==> config.mk <==
export PLATFORM = sky130hd
export DESIGN_NAME = adc_sport_ctrl
export DESIGN_NICKNAME = d
export VERILOG_FILES = /design/src/rtl/adc_sport_pkg.sv /design/src/rtl/adc_sport_sync.sv /design/src/rtl/adc_sport_seq.sv /design/src/rtl/adc_sport_shift.sv /design/src/rtl/adc_sport_ctrl.sv
export SDC_FILE = /design/constraint.sdc
export NUM_CORES = 1
export LEC_CHECK = 0
export BUFFER_PORTS_ARGS = -buffer_cell sky130_fd_sc_hd__buf_2
export CAP_MARGIN = 20
export CORE_ASPECT_RATIO = 1.1
export CORE_MARGIN = 10
export CORE_UTILIZATION = 38
export DETAILED_ROUTE_END_ITERATION = 8
export PLACE_DENSITY = 0.59
export RECOVER_POWER = 100
export SLEW_MARGIN = 20
export SYNTH_ARGS = -nofsm -noshare
export SYNTH_HDL_FRONTEND = slang
export SYNTH_SLANG_ARGS = --single-unit
==> constraint.sdc <==
create_clock -name clk -period 2.7 [get_ports clk]
set_input_delay 0.27 -clock clk [delete_from_list [all_inputs] [get_ports clk]]
set_output_delay 0.27 -clock clk [all_outputs]
set_load 0.01 [all_outputs]
==> src/rtl/adc_sport_pkg.sv <==
package adc_sport_pkg;

  // Port events seen in the system clock domain.
  typedef struct packed {
    logic cs_act;   // select is low (synchronized)
    logic cs_fall;  // select just went low
    logic rise;     // serial clock rising edge while selected
    logic fall;     // serial clock falling edge while selected
  } io_ev_t;

endpackage

==> src/rtl/adc_sport_sync.sv <==
module adc_sport_sync
  import adc_sport_pkg::*;
#(
  parameter int STAGES = 2
) (
  input  logic   clk,
  input  logic   rst,
  input  logic   cs_n_i,
  input  logic   sclk_i,
  input  logic   sdi_i,
  output io_ev_t ev_o,
  output logic   sdi_s_o
);

  localparam int W = 3;

  logic [W*STAGES-1:0] chain_q;
  logic [W-1:0]        raw, fin;
  logic                cs_prev_q, ck_prev_q;

  assign raw = {cs_n_i, sclk_i, sdi_i};

  generate
    if (STAGES == 1) begin : g_one
      always_ff @(posedge clk) begin
        if (rst) chain_q <= 3'b100;
        else     chain_q <= raw;
      end
    end else begin : g_chain
      always_ff @(posedge clk) begin
        if (rst) chain_q <= {STAGES{3'b100}};
        else     chain_q <= {chain_q[W*(STAGES-1)-1:0], raw};
      end
    end
  endgenerate

  assign fin = chain_q[W*STAGES-1 -: W];

  always_ff @(posedge clk) begin
    if (rst) begin
      cs_prev_q <= 1'b1;
      ck_prev_q <= 1'b0;
    end else begin
      cs_prev_q <= fin[2];
      ck_prev_q <= fin[1];
    end
  end

  assign ev_o.cs_act  = ~fin[2];
  assign ev_o.cs_fall = cs_prev_q & ~fin[2];
  assign ev_o.rise    = ~fin[2] & fin[1] & ~ck_prev_q;
  assign ev_o.fall    = ~fin[2] & ~fin[1] & ck_prev_q;
  assign sdi_s_o      = fin[0];

endmodule

==> src/rtl/adc_sport_seq.sv <==
module adc_sport_seq
  import adc_sport_pkg::*;
#(
  parameter int ADDR_W    = 4,
  parameter int NUM_CH    = 14,
  parameter int HOLD_EDGE = 10,
  parameter int MAX_EDGES = 16,
  parameter int CNT_W     = $clog2(MAX_EDGES + 1)
) (
  input  logic              clk,
  input  logic              rst,
  input  io_ev_t            ev_i,
  input  logic              sdi_s_i,
  input  logic              conv_done_i,
  output logic [ADDR_W-1:0] chan_o,
  output logic              bad_o,
  output logic              samp_o,
  output logic              start_o,
  output logic              ready_o,
  output logic              restart_o,
  output logic [CNT_W-1:0]  fall_idx_o
);

  localparam logic [CNT_W-1:0] C_ADDR = CNT_W'(ADDR_W);
  localparam logic [CNT_W-1:0] C_HOLD = CNT_W'(HOLD_EDGE);
  localparam logic [CNT_W-1:0] C_SLOW = CNT_W'(HOLD_EDGE + 1);
  localparam logic [CNT_W-1:0] C_MAX  = CNT_W'(MAX_EDGES);
  localparam logic [ADDR_W-1:0] C_TOP = ADDR_W'(NUM_CH - 1);

  logic [CNT_W-1:0]  rise_q, fall_q;
  logic [ADDR_W-1:0] addr_sh_q, chan_q, nxt_addr;
  logic              bad_q, samp_q, start_q, ready_q, pend_q;
  logic              done_rise, hold_done, fast_done, slow_arm, last_fall;
  logic              at_samp_fall, at_hold_fall, restart;

  assign nxt_addr     = {addr_sh_q[ADDR_W-2:0], sdi_s_i};
  assign at_samp_fall = ev_i.fall & (fall_q == C_ADDR - 1'b1);
  assign at_hold_fall = ev_i.fall & (fall_q == C_HOLD - 1'b1);

  // Restart decision when the converter finishes with select held low.
  assign done_rise = conv_done_i & ~ready_q;
  assign hold_done = fall_q >= C_HOLD;
  assign fast_done = ev_i.cs_act & done_rise & hold_done &
                     ((fall_q == C_MAX) | (rise_q < C_SLOW));
  assign slow_arm  = ev_i.cs_act & done_rise & hold_done &
                     (fall_q != C_MAX) & (rise_q >= C_SLOW);
  assign last_fall = ev_i.fall & (pend_q | slow_arm) & (fall_q == C_MAX - 1'b1);
  assign restart   = fast_done | last_fall;

  always_ff @(posedge clk) begin
    if (rst || ev_i.cs_fall || restart) begin
      rise_q <= '0;
      fall_q <= '0;
    end else begin
      if (ev_i.rise && rise_q != C_MAX) rise_q <= rise_q + 1'b1;
      if (ev_i.fall && fall_q != C_MAX) fall_q <= fall_q + 1'b1;
    end
  end

  always_ff @(posedge clk) begin
    if (rst || ev_i.cs_fall || restart || !ev_i.cs_act) pend_q <= 1'b0;
    else if (slow_arm)                                   pend_q <= 1'b1;
  end

  always_ff @(posedge clk) begin
    if (rst) begin
      addr_sh_q <= '0;
      chan_q    <= '0;
      bad_q     <= 1'b0;
    end else if (ev_i.rise && rise_q < C_ADDR) begin
      addr_sh_q <= nxt_addr;
      if (rise_q == C_ADDR - 1'b1) begin
        chan_q <= nxt_addr;
        bad_q  <= nxt_addr > C_TOP;
      end
    end
  end

  always_ff @(posedge clk) begin
    if (rst || !ev_i.cs_act) samp_q <= 1'b0;
    else if (at_samp_fall)   samp_q <= 1'b1;
    else if (at_hold_fall)   samp_q <= 1'b0;
  end

  always_ff @(posedge clk) begin
    if (rst) begin
      start_q <= 1'b0;
      ready_q <= 1'b1;
    end else begin
      start_q <= at_hold_fall;
      if (at_hold_fall)     ready_q <= 1'b0;
      else if (conv_done_i) ready_q <= 1'b1;
    end
  end

  assign chan_o     = chan_q;
  assign bad_o      = bad_q;
  assign samp_o     = samp_q;
  assign start_o    = start_q;
  assign ready_o    = ready_q;
  assign restart_o  = restart;
  assign fall_idx_o = fall_q;

  // the start strobe lasts a single system cycle.
  p_start_pulse_r4: assert property (@(posedge clk) disable iff (rst)
    start_q |=> !start_q);

  // ready only rises in answer to the engine's done pulse.
  p_ready_rise_r5: assert property (@(posedge clk) disable iff (rst)
    $rose(ready_q) |-> $past(conv_done_i));

  // while selected, the sampling window closes exactly as conversion starts.
  p_sample_close_r3: assert property (@(posedge clk) disable iff (rst)
    ($fell(samp_q) && ev_i.cs_act && $past(ev_i.cs_act)) |-> start_q);

  // rising edges past the address field leave the channel code alone.
  p_chan_hold_r1: assert property (@(posedge clk) disable iff (rst)
    (ev_i.rise && rise_q >= C_ADDR) |=> $stable(chan_q));

endmodule

==> src/rtl/adc_sport_shift.sv <==
module adc_sport_shift #(
  parameter int RES_W = 10
) (
  input  logic             clk,
  input  logic             rst,
  input  logic             cs_act_i,
  input  logic             load_i,
  input  logic             shift_i,
  input  logic             conv_done_i,
  input  logic [RES_W-1:0] res_i,
  output logic             dout_o,
  output logic             oe_o
);

  logic [RES_W-1:0] res_q, sh_q, ld_val;
  logic             oe_q;

  // A restart on completion must see the word arriving in the same cycle.
  assign ld_val = conv_done_i ? res_i : res_q;

  always_ff @(posedge clk) begin
    if (rst)              res_q <= '0;
    else if (conv_done_i) res_q <= res_i;
  end

  // Zero fill: after RES_W shifts the line carries only zeros.
  always_ff @(posedge clk) begin
    if (rst)          sh_q <= '0;
    else if (load_i)  sh_q <= ld_val;
    else if (shift_i) sh_q <= {sh_q[RES_W-2:0], 1'b0};
  end

  always_ff @(posedge clk) begin
    if (rst) oe_q <= 1'b0;
    else     oe_q <= cs_act_i;
  end

  assign dout_o = sh_q[RES_W-1];
  assign oe_o   = oe_q;

  // a deselected port releases the result line on the next cycle.
  p_oe_off_r9: assert property (@(posedge clk) disable iff (rst)
    !cs_act_i |=> !oe_q);

endmodule

==> src/rtl/adc_sport_ctrl.sv <==
module adc_sport_ctrl
  import adc_sport_pkg::*;
#(
  parameter int RES_W       = 10,
  parameter int ADDR_W      = 4,
  parameter int NUM_CH      = 14,
  parameter int MAX_EDGES   = 16,
  parameter int SYNC_STAGES = 2
) (
  input  logic              clk,
  input  logic              rst,
  input  logic              cs_n_i,
  input  logic              sclk_i,
  input  logic              sdi_i,
  output logic              dout_o,
  output logic              dout_oe_o,
  output logic              ready_o,
  output logic [ADDR_W-1:0] chan_sel_o,
  output logic              chan_bad_o,
  output logic              sample_en_o,
  output logic              conv_start_o,
  input  logic              conv_done_i,
  input  logic [RES_W-1:0]  conv_result_i
);

  localparam int CNT_W = $clog2(MAX_EDGES + 1);

  io_ev_t           ev;
  logic             sdi_s, restart;
  logic [CNT_W-1:0] fall_idx;

  adc_sport_sync #(.STAGES(SYNC_STAGES)) u_sync (
    .clk     (clk),
    .rst     (rst),
    .cs_n_i  (cs_n_i),
    .sclk_i  (sclk_i),
    .sdi_i   (sdi_i),
    .ev_o    (ev),
    .sdi_s_o (sdi_s)
  );

  adc_sport_seq #(
    .ADDR_W    (ADDR_W),
    .NUM_CH    (NUM_CH),
    .HOLD_EDGE (RES_W),
    .MAX_EDGES (MAX_EDGES),
    .CNT_W     (CNT_W)
  ) u_seq (
    .clk         (clk),
    .rst         (rst),
    .ev_i        (ev),
    .sdi_s_i     (sdi_s),
    .conv_done_i (conv_done_i),
    .chan_o      (chan_sel_o),
    .bad_o       (chan_bad_o),
    .samp_o      (sample_en_o),
    .start_o     (conv_start_o),
    .ready_o     (ready_o),
    .restart_o   (restart),
    .fall_idx_o  (fall_idx)
  );

  adc_sport_shift #(.RES_W(RES_W)) u_shift (
    .clk         (clk),
    .rst         (rst),
    .cs_act_i    (ev.cs_act),
    .load_i      (ev.cs_fall | restart),
    .shift_i     (ev.fall),
    .conv_done_i (conv_done_i),
    .res_i       (conv_result_i),
    .dout_o      (dout_o),
    .oe_o        (dout_oe_o)
  );

  // once the hold edge is counted, the result line stays low.
  p_tail_zero_r8: assert property (@(posedge clk) disable iff (rst)
    (fall_idx >= CNT_W'(RES_W)) |-> !dout_o);

endmodule

# Word-level counts from Yosys, hierarchy flattened
# Index checks and enable logic that the tools add are counted.
[word_totals] word_cells=70 input_bits=16 out_inout_bits=10 ff_bits=51
[classes] bitwise=23 order_cmp=5 muxes=7 n_eq_ne=7 n_reduce_logical=11 n_addsub=2
[op_table] operator="two-way mux 10 bit" n=3
[op_table] operator="bitwise AND 1 bit" n=15
[op_table] operator="adder 5 x 1 -> 5 bit (second input constant)" n=2
[op_table] operator="equality test 5 x 2 -> 1 bit (second input constant)" n=2
[op_table] operator="equality test 5 x 4 -> 1 bit (second input constant)" n=2
[op_table] operator=">= comparator 5 x 4 -> 1 bit (second input constant)" n=2
[op_table] operator="!= test 5 bit (second input constant)" n=2
[op_table] operator="nonzero test 2 bit" n=3
[op_table] operator="equality test 5 bit (second input constant)" n=1
[op_table] operator="< comparator 5 x 3 -> 1 bit (second input constant)" n=1
[op_table] operator="< comparator 5 x 4 -> 1 bit (second input constant)" n=1
[op_table] operator="greater-than comparator 4 bit (second input constant)" n=1
[op_table] operator="logical OR 1 bit" n=4
[op_table] operator="two-way mux 1 bit" n=4
[op_table] operator="inverter 1 bit" n=4
[op_table] operator="OR 1 bit" n=4
[op_table] operator="logical AND 1 bit" n=3
[op_table] operator="AND reduction 2 bit" n=1

# Logic depth before layout (Yosys ltp)
# Gate-level depths: netlist (run 1).
[logic_depth] depth_word=12 depth_mapped=8 depth_no_buf=7

# Hierarchy
# A second synthesis (run 1) with hierarchy kept.
[unflattened] hier_cells=207 area_unflattened_um2=2148.3
[modules_own_cells] module="adc_sport_seq" seq_area_each_um2=440.4 instances=1 cells_per_inst=117 area_each_um2=1141.1
[modules_own_cells] module="adc_sport_shift" seq_area_each_um2=420.4 instances=1 cells_per_inst=69 area_each_um2=765.7
[modules_own_cells] module="adc_sport_sync" seq_area_each_um2=160.2 instances=1 cells_per_inst=20 area_each_um2=235.2
[modules_own_cells] module="adc_sport_ctrl" seq_area_each_um2=0.0 instances=1 cells_per_inst=1 area_each_um2=6.3

# Least setup slack after synthesis (run 1)
# No wires, ideal clock.
[synth_timing] path_type="register to register" startpoint="register u_seq.fall_q[0], in the netlist u_seq.fall_idx_o[0]" endpoint="register u_shift.sh_q[0]" stages_incl_launch_ff=9 setup_time_ps=121 t_arrival_ps=1945 n_path_buf=1 synth_period_minus_slack_ps=2066 setup_slack_ps=634 t_required_ps=2579 cell_sequence="dfxtp_1 > inv_1 > ha_1 > nor4bb_2 > or3_1 > a31oi_2 > o21a_1 > buf_6 > mux2_4"
[synth_between] elab_chain_len=10 word_cells_on_any_way=16 cone_classes="1 x order compare; 3 x eq/ne; 1 x mux; 10 x bitwise; 1 x reduce/logical"
[synth_lines] element="start: declaration" line="adc_sport_seq.sv:30" text="logic [CNT_W-1:0] rise_q, fall_q;"
[synth_lines] element="start signal: assignment" line="adc_sport_seq.sv:56" text="if (ev_i.fall && fall_q != C_MAX) fall_q <= fall_q + 1'b1;"
[synth_lines] element=">= comparator 5 x 4 -> 1 bit" line="adc_sport_seq.sv:42" text="assign hold_done = fall_q >= C_HOLD;"
[synth_lines] element="bitwise AND 1 bit" line="adc_sport_seq.sv:43, adc_sport_seq.sv:45"
[synth_lines] element="bitwise AND 1 bit" line="adc_sport_seq.sv:45" text="assign slow_arm = ev_i.cs_act & done_rise & hold_done &"
[synth_lines] element="bitwise AND 1 bit" line="adc_sport_seq.sv:46" text="(fall_q != C_MAX) & (rise_q >= C_SLOW);"
[synth_lines] element="OR 1 bit" line="adc_sport_seq.sv:47" text="assign last_fall = ev_i.fall & (pend_q | slow_arm) & (fall_q == C_MAX - 1'b1);"
[synth_lines] element="bitwise AND 1 bit (2 in a row)" line="adc_sport_seq.sv:47"
[synth_lines] element="OR 1 bit (*)" line="adc_sport_seq.sv:48" text="assign restart = fast_done | last_fall;"
[synth_lines] element="OR 1 bit (*)" line="adc_sport_ctrl.sv:67" text=".load_i (ev.cs_fall | restart),"
[synth_lines] element="two-way mux 10 bit / nonzero test 2 bit (equally long branches)"
[synth_lines] element="end signal: assignment" line="adc_sport_shift.sv:29" text="else if (load_i) sh_q <= ld_val;"
[synth_lines] element="end signal: assignment" line="adc_sport_shift.sv:30" text="else if (shift_i) sh_q <= {sh_q[RES_W-2:0], 1'b0};"
[synth_lines] element="end: declaration" line="adc_sport_shift.sv:15" text="logic [RES_W-1:0] res_q, sh_q, ld_val;"
# Every way passes the cells marked *; elsewhere a longest branch is shown, timed or not.
# A chain may end at the register's enable or synchronous reset.

# Final worst setup path (run 1)
[layout_timing] startpoint="register u_seq.fall_q[1], in the netlist u_seq.fall_idx_o[1]" endpoint="register u_seq.fall_q[4], in the netlist u_seq.fall_idx_o[4]"
[layout_between] elab_chain_len=9 word_cells_on_any_way=16 cone_classes="1 x add/sub; 1 x order compare; 3 x eq/ne; 9 x bitwise; 2 x reduce/logical"
[layout_lines] element=">= comparator 5 x 4 -> 1 bit" line="adc_sport_seq.sv:42"
[layout_lines] element="bitwise AND 1 bit" line="adc_sport_seq.sv:43, adc_sport_seq.sv:45"
[layout_lines] element="bitwise AND 1 bit" line="adc_sport_seq.sv:45"
[layout_lines] element="bitwise AND 1 bit" line="adc_sport_seq.sv:46"
[layout_lines] element="OR 1 bit" line="adc_sport_seq.sv:47"
[layout_lines] element="bitwise AND 1 bit (2 in a row)" line="adc_sport_seq.sv:47"
[layout_lines] element="OR 1 bit" line="adc_sport_seq.sv:48"
[layout_lines] element="logical OR 1 bit" line="adc_sport_seq.sv:51" text="if (rst || ev_i.cs_fall || restart) begin"
# Parallel ways exist; a longest one is shown, timed or not.

==> out/results.ini, run 1 <==
[run_status]
outcome=finished with violations
failed_checks=max-capacitance violations, max-slew violations

[floorplanning]
die_area_mm2=0.00922
initial_core_util_pct=39.9
placeable_core_area_mm2=0.00550
std_cell_rows=28
floorplan.die.width_um=92.5
num_io_pins=26
fp.dieH_um=99.7

[sta]
fmax_mhz=443
timing.slew.headroom_pct=-5.68
finalCriticalPeriod_ns=2.26
whs_ns=0.143
timing_hold_violations_final=0
share_of_the_clock_period_used_by_the_worst_path_after_layout_pct=83.7
finalSetupViolations=0
maxSlewViolCount=38
post-route-worst-setup-slack_ns=0.441
final.setup.tns_ns=0
worst_slew_pin_slew_ns=1.59
rsz_0062_raised_after_global_routing=no
worst_clk_skew_ns=0.00808

[clocking]
clock_sink_count=51
cts.reportedPaths.clkPinSlew_ns=0.09
cts_post_setup_buffers_inserted=0
clock_insertion_delay_worst_skew_ns=0.30
cts_hold_buf=0
cts-resized-gates=0
htreeDepth=2
cts.root.buffer_cell=clkbuf_8
clock_tree.buffer_depth=2
clock_tree_from_tritoncts=yes
cts_buffers=5

[yosys]
synth.most_common_cell=dfxtp_1
post-synth-top-area-fraction_pct=46.5
synth.lib_cells_used.distinct=39
synth-edff-count=0
yosysSeqAreaShare_pct=46.5
synthesis.area_mm2=0.00220
netlist_top_cells_area=dfxtp_1, mux2i_1, mux2_4
ys.warnings.count=0
synth.ff_latch_count=51
synthAdderAreaFrac_pct=3.99
netlist_instances=225
synth-main-ff-cell=dfxtp_1
async_reset_ff_share_pct=0
synthDominantAreaCellType=dfxtp_1
synth.area.mux_share_pct=15.0
simple_gate_fraction_of_synth_area_pct=20.7
synth_compound_gate_area_share_pct=7.64
synth.avg_cell_area_um2=9.76
yosys.area_share.xor_xnor_pct=2.39
synth_commonest_cells=dfxtp_1, nor2_1, nand2_1
largest_family_of_logic_cells_by_synthesized_area=simple AND/OR/NAND/NOR gates
mappedNetlistNets=248

[power]
seq_power_share_pct=57.0
sw_frac_of_total_pct=21.5
p_leak_nw=0.997
power.clock.fraction_pct=38.2
design_power_total_w=0.00137
intPower_w=0.00107
netSwitchingPower_w=0.000294
power_per_cell_area_mw_per_mm2=564
peakVddDrop_mv=0.281
power.combinational.fraction_pct=4.8

[route]
drt_iter0_markers=55
route.antenna.remaining_nets=0
wl_per_cell_um=12.4
finalWirelength_um=4000
vias_after_detailed_routing=1521
detail_route.drc_violations=0
dr_pass1_iterations=6
routed_via_density=4.71

[place]
place_ws_ns=0.439
detailed_place_hpwl_um=2820
place.detailed.instances=316
numPortBuffers=25
globalplace.congestion=0.759

[global_route]
grt.total_usage_pct=9.12
first_global_vias=1511
global_route_wire_length_before_repair_um=6930
grt_antenna_before_repair=0
globalRouteOverflowTotal=0
largest_net_degree_at_the_start_of_global_routing=38

[final_layout]
diodes=0
post_layout_nonfiller_instances=323
area.growth.synth_to_final_pct=10.1
final_net_count=271
drive_gt1_share_pct=12.5

[critical_path]
critPathLaunchType=flip-flop
endpoint_class_of_the_critical_path=flip-flop
cp_data_required_time_ns=2.90
cp_data_arrival_time_ns=2.46
worstPathMaxFanout=10
ws_path_type=reg -> reg

[job]
cap_viol_max_count=1

[hold_path]
min-delay-path-class=in -> reg

## sequential cells by signal, summed over array words and instances (netlist names)
signal	cells
u_seq.bad_o	1
u_seq.samp_o	1
u_seq.addr_sh_q	3
u_shift.sh_q	10
u_shift.res_q	10
u_seq.rise_q	5
u_sync.ck_prev_q	1
u_seq.pend_q	1
u_seq.fall_idx_o	5
u_seq.ready_o	1
u_seq.start_o	1
u_sync.cs_prev_q	1
u_sync.chain_q	6
u_shift.oe_o	1
u_seq.chan_o	4
## critical path, stage by stage, from the launching register on
cell      delay, ns
dfxtp_1        0.44
inv_1          0.09
ha_1           0.17
nor4bb_1       0.15
or3_1          0.32
a31oi_1        0.27
o211ai_1       0.40
a221oi_1       0.33
## power by group through the flow
| stage | Clock [W] | Sequential, W | Combinational, W |
|---|---|---|---|
| after global routing | 0.000558 | 0.000780 | 0.0000750 |
| final | 0.000522 | 0.000778 | 0.0000653 |
| after global placement | 0 | 0.000795 | 0.0000718 |
| after CTS | 0.000534 | 0.000778 | 0.0000732 |
| after detailed placement | 0 | 0.000796 | 0.0000728 |
| after floorplan | 0 | 0.000794 | 0.0000520 |
## cells in the final DEF, fill, tap and decap left out, drive strengths merged
cell,n
dfxtp,51
o21ai,2
nor2,35
nand4,4
nor4b,1
nor4bb,1
mux2i,18
nor4,2
inv,8
mux2,10
nor2b,5
buf,16
and3,3
a221oi,1
and2,1
or3b,1
nand2,28
clkbuf,16
a21oi,12
o21a,1
o211ai,1
clkinvlp,1
a211oi,2
a31oi,4
xor2,4
nor3b,2
bufinv,1
a211o,1
or2,2
xnor2,2
nand3,1
or3,2
ha,7
and2b,1
a21o,1
## layout make-up
class                   count  area, um^2
multi-input cells         155        1040
clock buffers               5        68.8
clock inverters             2        37.5
repair buffers             27         126
well taps                  75        93.8
fillers                   583        3080
inverters                   8        30.0
flip-flops and latches     51        1020
## stage by stage
step | cell area, um^2 | utilization (%)
finish | 2420 | 44.0
global placement | 2380 | 43.2
global route | 2420 | 44.0
detailed placement | 2380 | 43.2
floorplan | 2200 | -
CTS | 2480 | 45.2
## kinds of logic after synthesis
kind of cell	Yosys count
simple gates	89
flops	51
mux	28
compound gates	25
buf+inv	19
fa+ha+maj	7
xor+xnor	6
## metal layers
metal	vias to the layer above	routed length, um	part of all wire, %	GRT usage [%]
li1	799	-	-	-
met1	687	2030	51	11.3
met2	29	1700	42	14.0
met3	6	212	5.3	3.38
met4	0	60	1.5	3.56
met5	-	0	0	0
## worst paths after layout
path                       startpoint             endpoint  slack (ns)  cells after the start
setup / recovery  u_seq.fall_idx_o[1]  u_seq.fall_idx_o[4]        0.44                      7
hold reg to reg     u_sync.chain_q[2]    u_sync.chain_q[5]        0.42                      1
setup reg to reg  u_seq.fall_idx_o[1]  u_seq.fall_idx_o[4]        0.44                      7
hold / removal                 cs_n_i    u_sync.chain_q[2]        0.14                      2
Power figures use the tool's default switching activity.
==> inputs of run 2 (changes only) <==
- ABC_AREA: default -> 1
- PLACE_DENSITY: 0.59 -> 0.61
- clock period: 2.7 -> 1.95 ns (I/O delays scaled with it)
==> run 2 against run 1 <==
Effect of this change:
- the flow now finishes without violations
- non-clock buffer count up 5
- global-route usage grew 0.97 points
- area after synthesis up 2.5%
- maximum frequency rose by 29%
==> out/results.ini, run 2 <==
[yosys]
synth_compound_gate_area_share_pct=6.95
netlist_instances=287
yosysSeqAreaShare_pct=45.4
synthesis.area_mm2=0.00225
async_reset_ff_share_pct=0
synth-edff-count=0
synthDominantAreaCellType=dfxtp_1
synth.most_common_cell=nand2_1
synth.ff_latch_count=51
synth.lib_cells_used.distinct=27
synth.area.mux_share_pct=4.00
mappedNetlistNets=310
synth.avg_cell_area_um2=7.84
simple_gate_fraction_of_synth_area_pct=29.1
yosys.area_share.xor_xnor_pct=1.17
synthAdderAreaFrac_pct=3.89
netlist_top_cells_area=dfxtp_1, nand2_1, nor2_1
synth_commonest_cells=nand2_1, dfxtp_1, nor2_1
post-synth-top-area-fraction_pct=45.4
synth-main-ff-cell=dfxtp_1
ys.warnings.count=0
largest_family_of_logic_cells_by_synthesized_area=simple AND/OR/NAND/NOR gates

[route]
vias_after_detailed_routing=1827
routed_via_density=4.65
detail_route.drc_violations=0
drt_iter0_markers=97
finalWirelength_um=4630
wl_per_cell_um=11.8
route.antenna.remaining_nets=0
dr_pass1_iterations=4

[floorplanning]
placeable_core_area_mm2=0.00577
num_io_pins=26
std_cell_rows=29
initial_core_util_pct=39.0
fp.dieH_um=101
floorplan.die.width_um=93.4
die_area_mm2=0.00941

[sta]
fmax_mhz=569
worst_clk_skew_ns=0.0104
worst_slew_pin_slew_ns=0.385
share_of_the_clock_period_used_by_the_worst_path_after_layout_pct=90.1
finalCriticalPeriod_ns=1.76
maxSlewViolCount=0
final.setup.tns_ns=0
timing.slew.headroom_pct=74.2
finalSetupViolations=0
timing_hold_violations_final=0
post-route-worst-setup-slack_ns=0.194

[final_layout]
layout.cells.most_common=nand2_1
area.growth.synth_to_final_pct=14.1
layout.filler_cells=604
post_layout_nonfiller_instances=393
diodes=0
top_regs=u_shift.res_q (10), u_shift.sh_q (10), u_sync.chain_q (6)
final_net_count=338
mostFrequentLayoutCells=nand2_1, dfxtp_1, nor2_1, inv_1, a21oi_1
drive_gt1_share_pct=14.6
final_util_pct=44.5

[global_route]
grt_antenna_before_repair=0
first_global_vias=1697
grt.total_usage_pct=10.1
global_route_wire_length_before_repair_um=7700
globalRouteOverflowTotal=0
largest_net_degree_at_the_start_of_global_routing=20

[clocking]
clock_tree_from_tritoncts=yes
cts_hold_buf=0
clock_sink_count=51
cts.reportedPaths.clkPinSlew_ns=0.10
cts_buffers=5
cts_post_setup_buffers_inserted=0
cts.root.buffer_cell=clkbuf_8
clock_tree.buffer_depth=2
clock_insertion_delay_worst_skew_ns=0.30
htreeDepth=2

[power]
design_power_total_w=0.00197
peakVddDrop_mv=0.527
sw_frac_of_total_pct=21.8
power_per_cell_area_mw_per_mm2=766
netSwitchingPower_w=0.000429
intPower_w=0.00154
seq_power_share_pct=55.1
power.combinational.fraction_pct=6.1
p_leak_nw=1.06
power.clock.fraction_pct=38.8

[critical_path]
worstPathMaxFanout=20
cp_data_arrival_time_ns=1.99
ws_path_type=reg -> reg
critPathLaunchType=flip-flop
endpoint_class_of_the_critical_path=flip-flop
cp_data_required_time_ns=2.18

[place]
place.detailed.instances=384
detailed_place_hpwl_um=3310
numPortBuffers=25
globalplace.congestion=0.813
place_ws_ns=0.0691

[job]
cap_viol_max_count=0

[run_status]
outcome=finished clean

[hold_path]
min-delay-path-class=in -> reg

run 2: cell count changes after synthesis, sizes merged, moves of 9 or more:
cell and delta:
nand4 +9, mux2 -10, nand2 +34, a21oi +13, inv +23, mux2i -9, nand3 +20
run 2: through the flow:
step / cell area, um^2 / hold slack (ns)
CTS: 2560 / 0.0634
floorplan: 2250 / 0.299
detailed placement: 2440 / 0.384
finish: 2570 / 0.0678
global placement: 2440 / 0.377
global route: 2570 / 0.0582
run 2: timing repair:
item / in CTS / in global routing
endpoints found under the hold margin: 0 / 0
setup endpoints to repair: 0 / 14
resized for setup: 0 / 4
run 2: logic make-up after synthesis:
group                    count (synthesis)
AND/OR/NAND/NOR                        144
flip-flops                              51
buffers and inverters                   43
AO/OA/AOI/OAI                           30
multiplexers                             9
adder cells (fa/ha/maj)                  7
XOR/XNOR                                 3
run 2: critical path: stages, from the launching register on:
cell and delay (ns):
dfxtp_1 0.35, inv_1 0.12, ha_1 0.17, nand3_2 0.13, nand2_1 0.16, nand2_1 0.06, nand2_1 0.07, nand2_2 0.06
nand2_2 0.07, buf_6 0.19, nand3_2 0.14, a21oi_1 0.15
run 2: final cells by class:
class	count	area, um^2	share of cell area [%]
repair buffers	32	185	7.21
clock buffers	6	82.6	3.22
multi-input cells	194	1030	40.1
clock inverters	2	35.0	1.36
flip-flops and latches	51	1020	39.8
well taps	77	96.3	3.75
inverters	31	119	4.63
run 2: power groups by stage:
stage | logic (W) | registers [W] | clock network, W
2_1_floorplan | 0.0000817 | 0.00111 | 0
3_3_place_gp | 0.000117 | 0.00111 | 0
3_5_place_dp | 0.000118 | 0.00111 | 0
4_1_cts | 0.000119 | 0.00108 | 0.000783
5_1_grt | 0.000136 | 0.00109 | 0.000836
6_report | 0.000120 | 0.00108 | 0.000763
run 2: metal layers:
metal,wire (um),global-route usage (%)
met1,2240,12.4
met2,2200,16.5
met3,140,2.68
met4,48,3.56
met5,0,0
run 2: final timing paths:
check	from	to	slack [ns]	depth (start not counted)
min reg2reg	u_sync.chain_q[1]	u_sync.chain_q[4]	0.39	2
max	u_seq.fall_idx_o[0]	u_seq.rise_q[0]	0.19	11
max reg2reg	u_seq.fall_idx_o[0]	u_seq.rise_q[0]	0.19	11
min	cs_n_i	u_sync.chain_q[2]	0.07	2
==> inputs of run 3 (changes only) <==
- REMOVE_ABC_BUFFERS: default -> 1
==> run 3 against run 2 <==
Effect of this change:
- clock skew fell by 0.0038 ns
- clock power rose by 2%
- combinational power is 5% lower
- routed wire length decreased by 3.6%
- non-clock buffer count rose by 3
- via count down 1.4%
- worst setup slack got worse by 0.072 ns
- total power is 0.36% higher
- cell count up 0.51%
- maximum frequency shrank 3.9%
==> out/results.ini, run 3 (synthesis results as in run 2) <==
[critical_path]
cp_common_cell=nand2_1
critPathMaxStageDelay_ns=0.36
cp_data_arrival_time_ns=2.06
worstPathMaxFanout=10
cp_data_required_time_ns=2.18
crit_start=u_seq.fall_idx_o[0]
path_delay_family=simple AND/OR/NAND/NOR gates
worst-path-stages=11
cp-endpoint=u_seq.rise_q[0]
crit_buf_inv=2
critPathLaunchType=flip-flop
timing.rr.start=u_seq.fall_idx_o[0]
count_of_cells_along_the_worst_register_to_register_path=11
worstReg2RegEnd=u_seq.rise_q[0]
reg_to_reg_slack_setup_ns=0.12
ws_path_type=reg -> reg
cells_traversed_along_the_worst_timing_path=inv_1, ha_1, nand3_2, nand2_1, nand2_1, nand2_1, nand2_2, nand2_2, buf_4, nand3_2, a21oi_1
endpoint_class_of_the_critical_path=flip-flop
crit_path_top_delay_cell=dfxtp_1

[final_layout]
diodes=0
post_layout_nonfiller_instances=395
layout.filler_cells=583
area.growth.synth_to_final_pct=13.8
top_regs=u_shift.res_q (10), u_shift.sh_q (10), u_sync.chain_q (6)
layout.cells.most_common=nand2_1
mostFrequentLayoutCells=nand2_1, dfxtp_1, nor2_1, inv_1, a21oi_1
final_net_count=340
drive_gt1_share_pct=14.8

[global_route]
grt.total_usage_pct=10.1
grt_antenna_before_repair=0
globalRouteOverflowTotal=0
global_route_wire_length_before_repair_um=7700
first_global_vias=1781
globalRouteMet1Util_pct=11.0
gr-max-usage-layer=met2
global_route.usage.met2_pct=17.5
gr-usage-met3_pct=2.53
largest_net_degree_at_the_start_of_global_routing=24

[route]
route.antenna.remaining_nets=0
wl_per_cell_um=11.3
finalWirelength_um=4460
detail_route.drc_violations=0
dr_pass1_iterations=4
vias_after_detailed_routing=1802
routed_via_density=4.56
drt_iter0_markers=84

[clocking]
cts.root.buffer_cell=clkbuf_8
cts_buffers=5
clock_tree_from_tritoncts=yes
cts_hold_buf=0
clock_sink_count=51
clock_tree.buffer_depth=2
htreeDepth=2
clock_insertion_delay_worst_skew_ns=0.31
cts.reportedPaths.clkPinSlew_ns=0.09

[floorplanning]
fp.dieH_um=101
floorplan.die.width_um=93.4
num_io_pins=26
placeable_core_area_mm2=0.00577
die_area_mm2=0.00941
initial_core_util_pct=39.0
std_cell_rows=29

[sta]
maxSlewViolCount=0
rsz_0062_raised_after_global_routing=yes
post-route-worst-setup-slack_ns=0.122
finalCriticalPeriod_ns=1.83
worst_slew_pin_slew_ns=0.501
worst_clk_skew_ns=0.00658
share_of_the_clock_period_used_by_the_worst_path_after_layout_pct=93.7
fmax_mhz=547
finalSetupViolations=0
final.setup.tns_ns=0
timing_hold_violations_final=0
timing.slew.headroom_pct=66.6

[hold_path]
min-delay-path-class=in -> reg
worst_hold_startpoint=cs_n_i

[place]
numPortBuffers=25
place_ws_ns=0.155
detailed_place_hpwl_um=3290
place.detailed.instances=387
globalplace.congestion=0.862

[power]
p_leak_nw=1.06
peakVddDrop_mv=0.353
power_per_cell_area_mw_per_mm2=771

[run_status]
outcome=finished clean

[job]
cap_viol_max_count=0

[run 3: power by group]
part,leakage [nW],internal [W],switching [W]
Combinational,0.586,0.0000483,0.0000660
Sequential,0.416,0.00107,0.0000127
Clock,0.0618,0.000422,0.000353
[run 3: what timing repair did]
item	in CTS	in global routing
setup endpoints to repair	0	20
resized for setup	0	1
buffers inserted	0	0
[run 3: cell type report]
class	instances	area [um^2]	area share (%)
Sequential cell	51	1020	39.9
Clock buffer	6	82.6	3.22
Timing Repair Buffer	35	190	7.43
Inverter	31	119	4.64
Clock inverter	2	38.8	1.51
Multi-Input combinational cell	193	1010	39.6
Tap cell	77	96.3	3.76
[run 3: worst register-to-register path: stages, from the launching register on]
cell,delay (ns)
dfxtp_1,0.36
inv_1,0.13
ha_1,0.18
nand3_2,0.12
nand2_1,0.13
nand2_1,0.07
nand2_1,0.08
nand2_2,0.06
nand2_2,0.07
buf_4,0.15
nand3_2,0.22
a21oi_1,0.21
[run 3: per-stage QoR]
stage / power, W / util (%) / instance area, um^2 / hold slack, ns
after CTS: 0.00201 / 44.6 / 2570 / 0.0508
after floorplan: 0.00117 / - / 2160 / 0.257
after global placement: 0.00122 / 42.5 / 2450 / 0.380
final: 0.00197 / 44.4 / 2560 / 0.0659
after global routing: 0.00206 / 44.4 / 2560 / 0.0764
after detailed placement: 0.00122 / 42.5 / 2450 / 0.379
[run 3: metal layers]
metal / vias to the layer above / wire length (um)
met2: 17 / 2230
met4: 0 / 38
li1: 981 / -
met3: 4 / 138
met5: - / 0
met1: 800 / 2060
[run 3: how the worst min path moves through the flow]
stage	endpoint	slack, ns	depth (start not counted)
2_1_floorplan	u_shift.sh_q[8]	0.26	1
3_3_place_gp	u_sync.chain_q[2]	0.38	2
3_5_place_dp	u_sync.chain_q[2]	0.38	2
4_1_cts	u_sync.chain_q[2]	0.05	2
5_1_grt	u_sync.chain_q[2]	0.08	2
6_report	u_sync.chain_q[2]	0.07	2
